[config.mk]
export PLATFORM = sky130hd
export DESIGN_NAME = ret_stack
export DESIGN_NICKNAME = d
export VERILOG_FILES = /design/src/rtl/ret_stack_pkg.sv /design/src/rtl/rs_decode.sv /design/src/rtl/rs_storage.sv /design/src/rtl/rs_depth.sv /design/src/rtl/rs_return.sv /design/src/rtl/ret_stack.sv
export SDC_FILE = /design/constraint.sdc
export NUM_CORES = 1
export LEC_CHECK = 0
export CAP_MARGIN = 20
export CELL_PAD_IN_SITES_DETAIL_PLACEMENT = 1
export CELL_PAD_IN_SITES_GLOBAL_PLACEMENT = 2
export CORE_MARGIN = 4
export CORE_UTILIZATION = 42
export CTS_CLUSTER_SIZE = 16
export DETAILED_ROUTE_END_ITERATION = 12
export DONT_BUFFER_PORTS = 1
export GPL_TIMING_DRIVEN = 0
export PLACE_DENSITY = 0.84
export SLEW_MARGIN = 10
export SYNTH_ARGS = -nofsm -noshare
export SYNTH_HDL_FRONTEND = slang
export SYNTH_SLANG_ARGS = --single-unit
[constraint.sdc]
create_clock -name clk -period 3.67 [get_ports clk]
set_input_delay 0.1835 -clock clk [delete_from_list [all_inputs] [get_ports clk]]
set_output_delay 0.1835 -clock clk [all_outputs]
set_load 0.01 [all_outputs]
[src/rtl/ret_stack_pkg.sv]
package ret_stack_pkg;
  localparam int RS_ADDR_W = 11;
  localparam int RS_NIB_W  = 4;

  typedef struct packed {
    logic                 cy;
    logic [RS_ADDR_W-1:0] pc;
  } rs_entry_t;

  // return address saved by a call: the next instruction, wrapping in 11 bits
  function automatic logic [RS_ADDR_W-1:0] next_ret_addr(input logic [RS_ADDR_W-1:0] pc);
    return pc + RS_ADDR_W'(1);
  endfunction

  // more than one request in a cycle is illegal
  function automatic logic req_clash(input logic a, input logic b, input logic c);
    return ($countones({a, b, c}) > 1);
  endfunction
endpackage

[src/rtl/rs_decode.sv]
module rs_decode (
  input  logic push_i,
  input  logic pop_cy_i,
  input  logic pop_keep_i,
  output logic do_push_o,
  output logic do_pop_o,
  output logic pop_cy_ok_o,
  output logic pop_keep_ok_o,
  output logic clash_o
);
  import ret_stack_pkg::*;

  always_comb begin
    clash_o       = req_clash(push_i, pop_cy_i, pop_keep_i);
    do_push_o     = push_i     & ~clash_o;
    pop_cy_ok_o   = pop_cy_i   & ~clash_o;
    pop_keep_ok_o = pop_keep_i & ~clash_o;
    do_pop_o      = pop_cy_ok_o | pop_keep_ok_o;
  end
endmodule

[src/rtl/rs_storage.sv]
module rs_storage #(
  parameter int DEPTH = 4
) (
  input  logic                     clk,
  input  logic                     rst_n,
  input  logic                     do_push_i,
  input  logic                     do_pop_i,
  input  ret_stack_pkg::rs_entry_t new_i,
  output ret_stack_pkg::rs_entry_t top_o
);
  import ret_stack_pkg::*;

  rs_entry_t slot     [DEPTH];
  rs_entry_t from_up  [DEPTH];  // value a slot takes on push
  rs_entry_t from_dn  [DEPTH];  // value a slot takes on pop

  for (genvar i = 0; i < DEPTH; i++) begin : g_slot
    if (i == 0) begin : g_first
      assign from_up[i] = new_i;
    end else begin : g_inner_up
      assign from_up[i] = slot[i-1];
    end
    if (i == DEPTH-1) begin : g_last
      assign from_dn[i] = '0;
    end else begin : g_inner_dn
      assign from_dn[i] = slot[i+1];
    end

    always_ff @(posedge clk or negedge rst_n) begin
      if (!rst_n)         slot[i] <= '0;
      else if (do_push_i) slot[i] <= from_up[i];
      else if (do_pop_i)  slot[i] <= from_dn[i];
    end
  end

  assign top_o = slot[0];
endmodule

[src/rtl/rs_depth.sv]
module rs_depth #(
  parameter int DEPTH = 4,
  localparam int CW = $clog2(DEPTH+1)
) (
  input  logic          clk,
  input  logic          rst_n,
  input  logic          do_push_i,
  input  logic          do_pop_i,
  output logic [CW-1:0] depth_o,
  output logic          empty_o
);
  logic full;

  assign full    = (depth_o == CW'(DEPTH));
  assign empty_o = (depth_o == '0);

  always_ff @(posedge clk or negedge rst_n) begin
    if (!rst_n)                    depth_o <= '0;
    else if (do_push_i && !full)   depth_o <= depth_o + CW'(1);
    else if (do_pop_i && !empty_o) depth_o <= depth_o - CW'(1);
  end
endmodule

[src/rtl/rs_return.sv]
module rs_return (
  input  logic                                   clk,
  input  logic                                   rst_n,
  input  logic                                   pop_cy_i,
  input  logic                                   pop_keep_i,
  input  logic                                   empty_i,
  input  logic                                   clash_i,
  input  ret_stack_pkg::rs_entry_t               top_i,
  input  logic [ret_stack_pkg::RS_NIB_W-1:0]     imm_tbr_i,
  input  logic [ret_stack_pkg::RS_NIB_W-1:0]     imm_acc_i,
  output logic                                   ret_valid_o,
  output logic [ret_stack_pkg::RS_ADDR_W-1:0]    ret_pc_o,
  output logic                                   ret_cy_o,
  output logic                                   cy_load_o,
  output logic                                   ld_imm_o,
  output logic [ret_stack_pkg::RS_NIB_W-1:0]     tbr_o,
  output logic [ret_stack_pkg::RS_NIB_W-1:0]     acc_o,
  output logic                                   err_o
);
  import ret_stack_pkg::*;

  rs_entry_t popped;
  logic      any_pop;

  assign any_pop = pop_cy_i | pop_keep_i;
  assign popped  = empty_i ? '0 : top_i;

  always_ff @(posedge clk or negedge rst_n) begin
    if (!rst_n) begin
      ret_valid_o <= 1'b0;
      ret_pc_o    <= '0;
      ret_cy_o    <= 1'b0;
      cy_load_o   <= 1'b0;
      ld_imm_o    <= 1'b0;
      tbr_o       <= '0;
      acc_o       <= '0;
      err_o       <= 1'b0;
    end else begin
      ret_valid_o <= any_pop;
      cy_load_o   <= pop_cy_i;
      ld_imm_o    <= pop_keep_i;
      err_o       <= clash_i;
      if (any_pop) begin
        ret_pc_o <= popped.pc;
        ret_cy_o <= popped.cy;
      end
      if (pop_keep_i) begin
        tbr_o <= imm_tbr_i;
        acc_o <= imm_acc_i;
      end
    end
  end
endmodule

[src/rtl/ret_stack.sv]
module ret_stack #(
  parameter int DEPTH = 4,
  localparam int CW = $clog2(DEPTH+1)
) (
  input  logic                                clk,
  input  logic                                rst_n,
  input  logic                                push_i,
  input  logic [ret_stack_pkg::RS_ADDR_W-1:0] push_pc_i,
  input  logic                                push_cy_i,
  input  logic                                pop_cy_i,
  input  logic                                pop_keep_i,
  input  logic [ret_stack_pkg::RS_NIB_W-1:0]  imm_tbr_i,
  input  logic [ret_stack_pkg::RS_NIB_W-1:0]  imm_acc_i,
  output logic                                ret_valid_o,
  output logic [ret_stack_pkg::RS_ADDR_W-1:0] ret_pc_o,
  output logic                                ret_cy_o,
  output logic                                cy_load_o,
  output logic                                ld_imm_o,
  output logic [ret_stack_pkg::RS_NIB_W-1:0]  tbr_o,
  output logic [ret_stack_pkg::RS_NIB_W-1:0]  acc_o,
  output logic [CW-1:0]                       depth_o,
  output logic                                err_o
);
  import ret_stack_pkg::*;

  // named internal events
  logic      ev_push, ev_pop, ev_pop_cy, ev_pop_keep, ev_clash, ev_empty;
  rs_entry_t new_entry, top_entry;

  assign new_entry.cy = push_cy_i;
  assign new_entry.pc = next_ret_addr(push_pc_i);

  rs_decode u_dec (
    .push_i(push_i), .pop_cy_i(pop_cy_i), .pop_keep_i(pop_keep_i),
    .do_push_o(ev_push), .do_pop_o(ev_pop), .pop_cy_ok_o(ev_pop_cy),
    .pop_keep_ok_o(ev_pop_keep), .clash_o(ev_clash)
  );

  rs_storage #(.DEPTH(DEPTH)) u_mem (
    .clk(clk), .rst_n(rst_n), .do_push_i(ev_push), .do_pop_i(ev_pop),
    .new_i(new_entry), .top_o(top_entry)
  );

  rs_depth #(.DEPTH(DEPTH)) u_cnt (
    .clk(clk), .rst_n(rst_n), .do_push_i(ev_push), .do_pop_i(ev_pop),
    .depth_o(depth_o), .empty_o(ev_empty)
  );

  rs_return u_ret (
    .clk(clk), .rst_n(rst_n), .pop_cy_i(ev_pop_cy), .pop_keep_i(ev_pop_keep),
    .empty_i(ev_empty), .clash_i(ev_clash), .top_i(top_entry),
    .imm_tbr_i(imm_tbr_i), .imm_acc_i(imm_acc_i),
    .ret_valid_o(ret_valid_o), .ret_pc_o(ret_pc_o), .ret_cy_o(ret_cy_o),
    .cy_load_o(cy_load_o), .ld_imm_o(ld_imm_o), .tbr_o(tbr_o), .acc_o(acc_o),
    .err_o(err_o)
  );
endmodule

==> results.toml <==
[worst_setup_path]
end_kind = "register"
reg2reg_from = "u_cnt.depth_o[0]$_DFFE_PN0P_"
critPathLaunch = "pop_cy_i"
r2r_slack_ns = 1.46
timing.rr.end = "u_cnt.depth_o[2]$_DFFE_PN0P_"
critPathCapture = "u_cnt.depth_o[2]$_DFFE_PN0P_"
cp-start-kind = "input pin"
cp.arrival_ns = 2.68
reg2regPathDepth = 7
path_max_fanout = 10
cp_data_required_time_ns = 3.90
crit_type = "in2reg"

[logic_synthesis]
synth_cell_types = 36
netlist_instances = 357
yosysTopAreaCell = "dfrtp_1"
synth_area_leaders = "dfrtp_1 56%, nand2_1 12%, a31oi_1 5.4%, nand3_1 4.0%, nor2_1 3.8%"
ys_ff_latch = 75
synth.top_cell.area_share = 0.559
postSynth.asyncResetShare = 1.00
ys_warn_count = 0
synth_area_sq_um = 3360
ys.flop_type = "dfrtp_1"
syn_nets = 385
synth-edff-count = 0
syn_avg_cell_area_sq_um = 9.41
seq_area_frac_synth = 0.559

[layout]
fin_area_sq_um = 3850
diodes = 0
nNetsFinal = 409
layout_common_cells = "111 x nand2_1, 75 x dfrtp_1, 34 x nor2_1"
final_common_cell = "nand2_1"
area_growth_pct = 14.7
drive_gt1_frac = 0.106

[grt]
antenna_found_initial = 0
first_global_vias = 2791
grt_max_degree = 76
grt_use_total = 0.203
grt_pass1_wl_microns = 15200
overflow = 0

[timing]
final.period_utilization = 0.667
worstMarginPinSlew_ns = 0.678
clock_skew_ns = 0.00989
hold_viol = 0
tns_ns = 0
min_period_ns = 2.45
fmax_ghz = 0.409
maxSlewHeadroom = 0.545
maxSlewViolCount = 0
rsz0062_at_grt = "no"
finalSetupViolations = 0
worst_slack_ns = 1.22

[floorplanning]
die_y_microns = 97.4
initial_core_util = 0.432
core-area_sq_um = 7770
io_pins = 52
die_w_microns = 97.4
rows = 32
dieArea_sq_um = 9490

[clock_tree]
post-cts-setup-buffer-count = 0
cts_tree = "done"
cts.clk_slew.worst_paths_ns = 0.08
clk-insertion-delay-late_ns = 0.35
cts_sinks = 75
clockBufferDepth = 2
cts-root-buf = "clkbuf_8"
h-tree-depth = 3
cts_buffers = 9

[placement]
place_ws_ns = 0.833
post_dp_cell_area_sq_um = 3490
io_buffers = 0
place.detailed.hpwl_microns = 6290
routabilityCongestion = 0.786

[routing]
viasPerCell = 5.48
dr.pass1.iters = 4
drc = 0
antenna_left = 0
drt-initial-drc-count = 123
wl_per_cell_microns = 18.9
vias = 2676
drt_wl_total_microns = 9240

[run_status]
status = "complete, no violations"

[pwr]
power_density_nw_per_um2 = 640
power.total_mw = 2.46
ir_drop_mv = 0.223
p_leak_nw = 1.80

[min_path]
hold_start = "push_cy_i"
worstHoldPathType = "in2reg"

[run]
maxCapViolCount = 0
==> worst min path at each step <==
stage / depth (start not counted) / slack, ns / to
4_1_cts: 2 / 0.003 / u_mem.top_o[11]$_DFFE_PN0P_
5_1_grt: 2 / 0.004 / u_mem.top_o[11]$_DFFE_PN0P_
3_5_place_dp: 0 / -0.11 / u_ret.ld_imm_o$_DFF_PN0_
6_report: 2 / 0.01 / u_mem.top_o[11]$_DFFE_PN0P_
3_3_place_gp: 0 / -0.11 / u_ret.acc_o[3]$_DFFE_PN0P_
2_1_floorplan: 0 / -0.11 / u_cnt.depth_o[0]$_DFFE_PN0P_
==> area by class of cell <==
cell class                      instances  area [sq um]
Inverter                                4          15.0
Sequential cell                        75          1880
Clock buffer                           10           128
Tap cell                              102           128
Timing Repair Buffer                   13           148
Multi-Input combinational cell        258          1370
Buffer                                 20          93.8
Clock inverter                          6          90.1
Fill cell                             907          3920
==> cell families after synthesis <==
logic type / count (synthesis) / synth area share
DFF: 75 / 0.559
muxes: 14 / 0.0447
AOI/OAI and AO/OA: 47 / 0.0972
and+or+nand+nor: 185 / 0.230
xor gates and xnor gates: 9 / 0.0235
adders and majority gates: 3 / 0.0134
buffers and inverters: 24 / 0.0324
==> sequential cells by signal, summed over array words and instances (netlist names) <==
signal,cells
u_ret.err_o,1
u_cnt.depth_o,3
u_ret.ret_cy_o,1
u_mem.top_o,12
u_ret.acc_o,4
u_ret.cy_load_o,1
u_ret.ret_valid_o,1
u_ret.ld_imm_o,1
u_mem.from_dn,36
u_ret.ret_pc_o,11
u_ret.tbr_o,4
==> per-layer routing <==
layer | GRT usage | wire length (microns)
met1 | 0.276 | 4140
met2 | 0.329 | 4590
met3 | 0.0424 | 410
met4 | 0.0575 | 95
met5 | 0 | 0
==> synthesized netlist by cell type, types with 4 or more instances <==
master      n
a32oi_1     4
a31oi_1    29
xor2_1      7
nor2_1     34
nand2_1   111
mux2i_1     6
nand4_1     4
mux2_2      8
o21ai_0     4
dfrtp_1    75
nand3_1    27
clkbuf_1    9
buf_2       9
==> report_power, final <==
group | switching [mW] | internal [mW] | total, mW
combinational | 0.273 | 0.198 | 0.471
sequential | 0.241 | 1.04 | 1.28
clock | 0.325 | 0.385 | 0.709
total | 0.839 | 1.63 | 2.46
==> repair_timing <==
action                                 in CTS  in global routing
endpoints found under the hold margin      86                  0
gates resized for setup                     0                  0
hold buffers                               13                  0
==> worst max-delay path, cell delays in order <==
cell	delay [ns]
ha_1	0.35
nor3b_2	0.42
buf_2	0.34
nand2_1	0.11
fa_1	0.44
or4_1	0.55
a21boi_0	0.21
a211oi_1	0.08
==> stage by stage <==
step | hold slack [ns] | std cells | utilization
after floorplan | -0.112 | 357 | -
after global placement | -0.110 | 459 | 0.449
after detailed placement | -0.110 | 459 | 0.449
after CTS | 0.00344 | 488 | 0.496
after global routing | 0.00405 | 488 | 0.496
final | 0.00991 | 488 | 0.496
No activity file was read; power rests on OpenSTA's default activity.
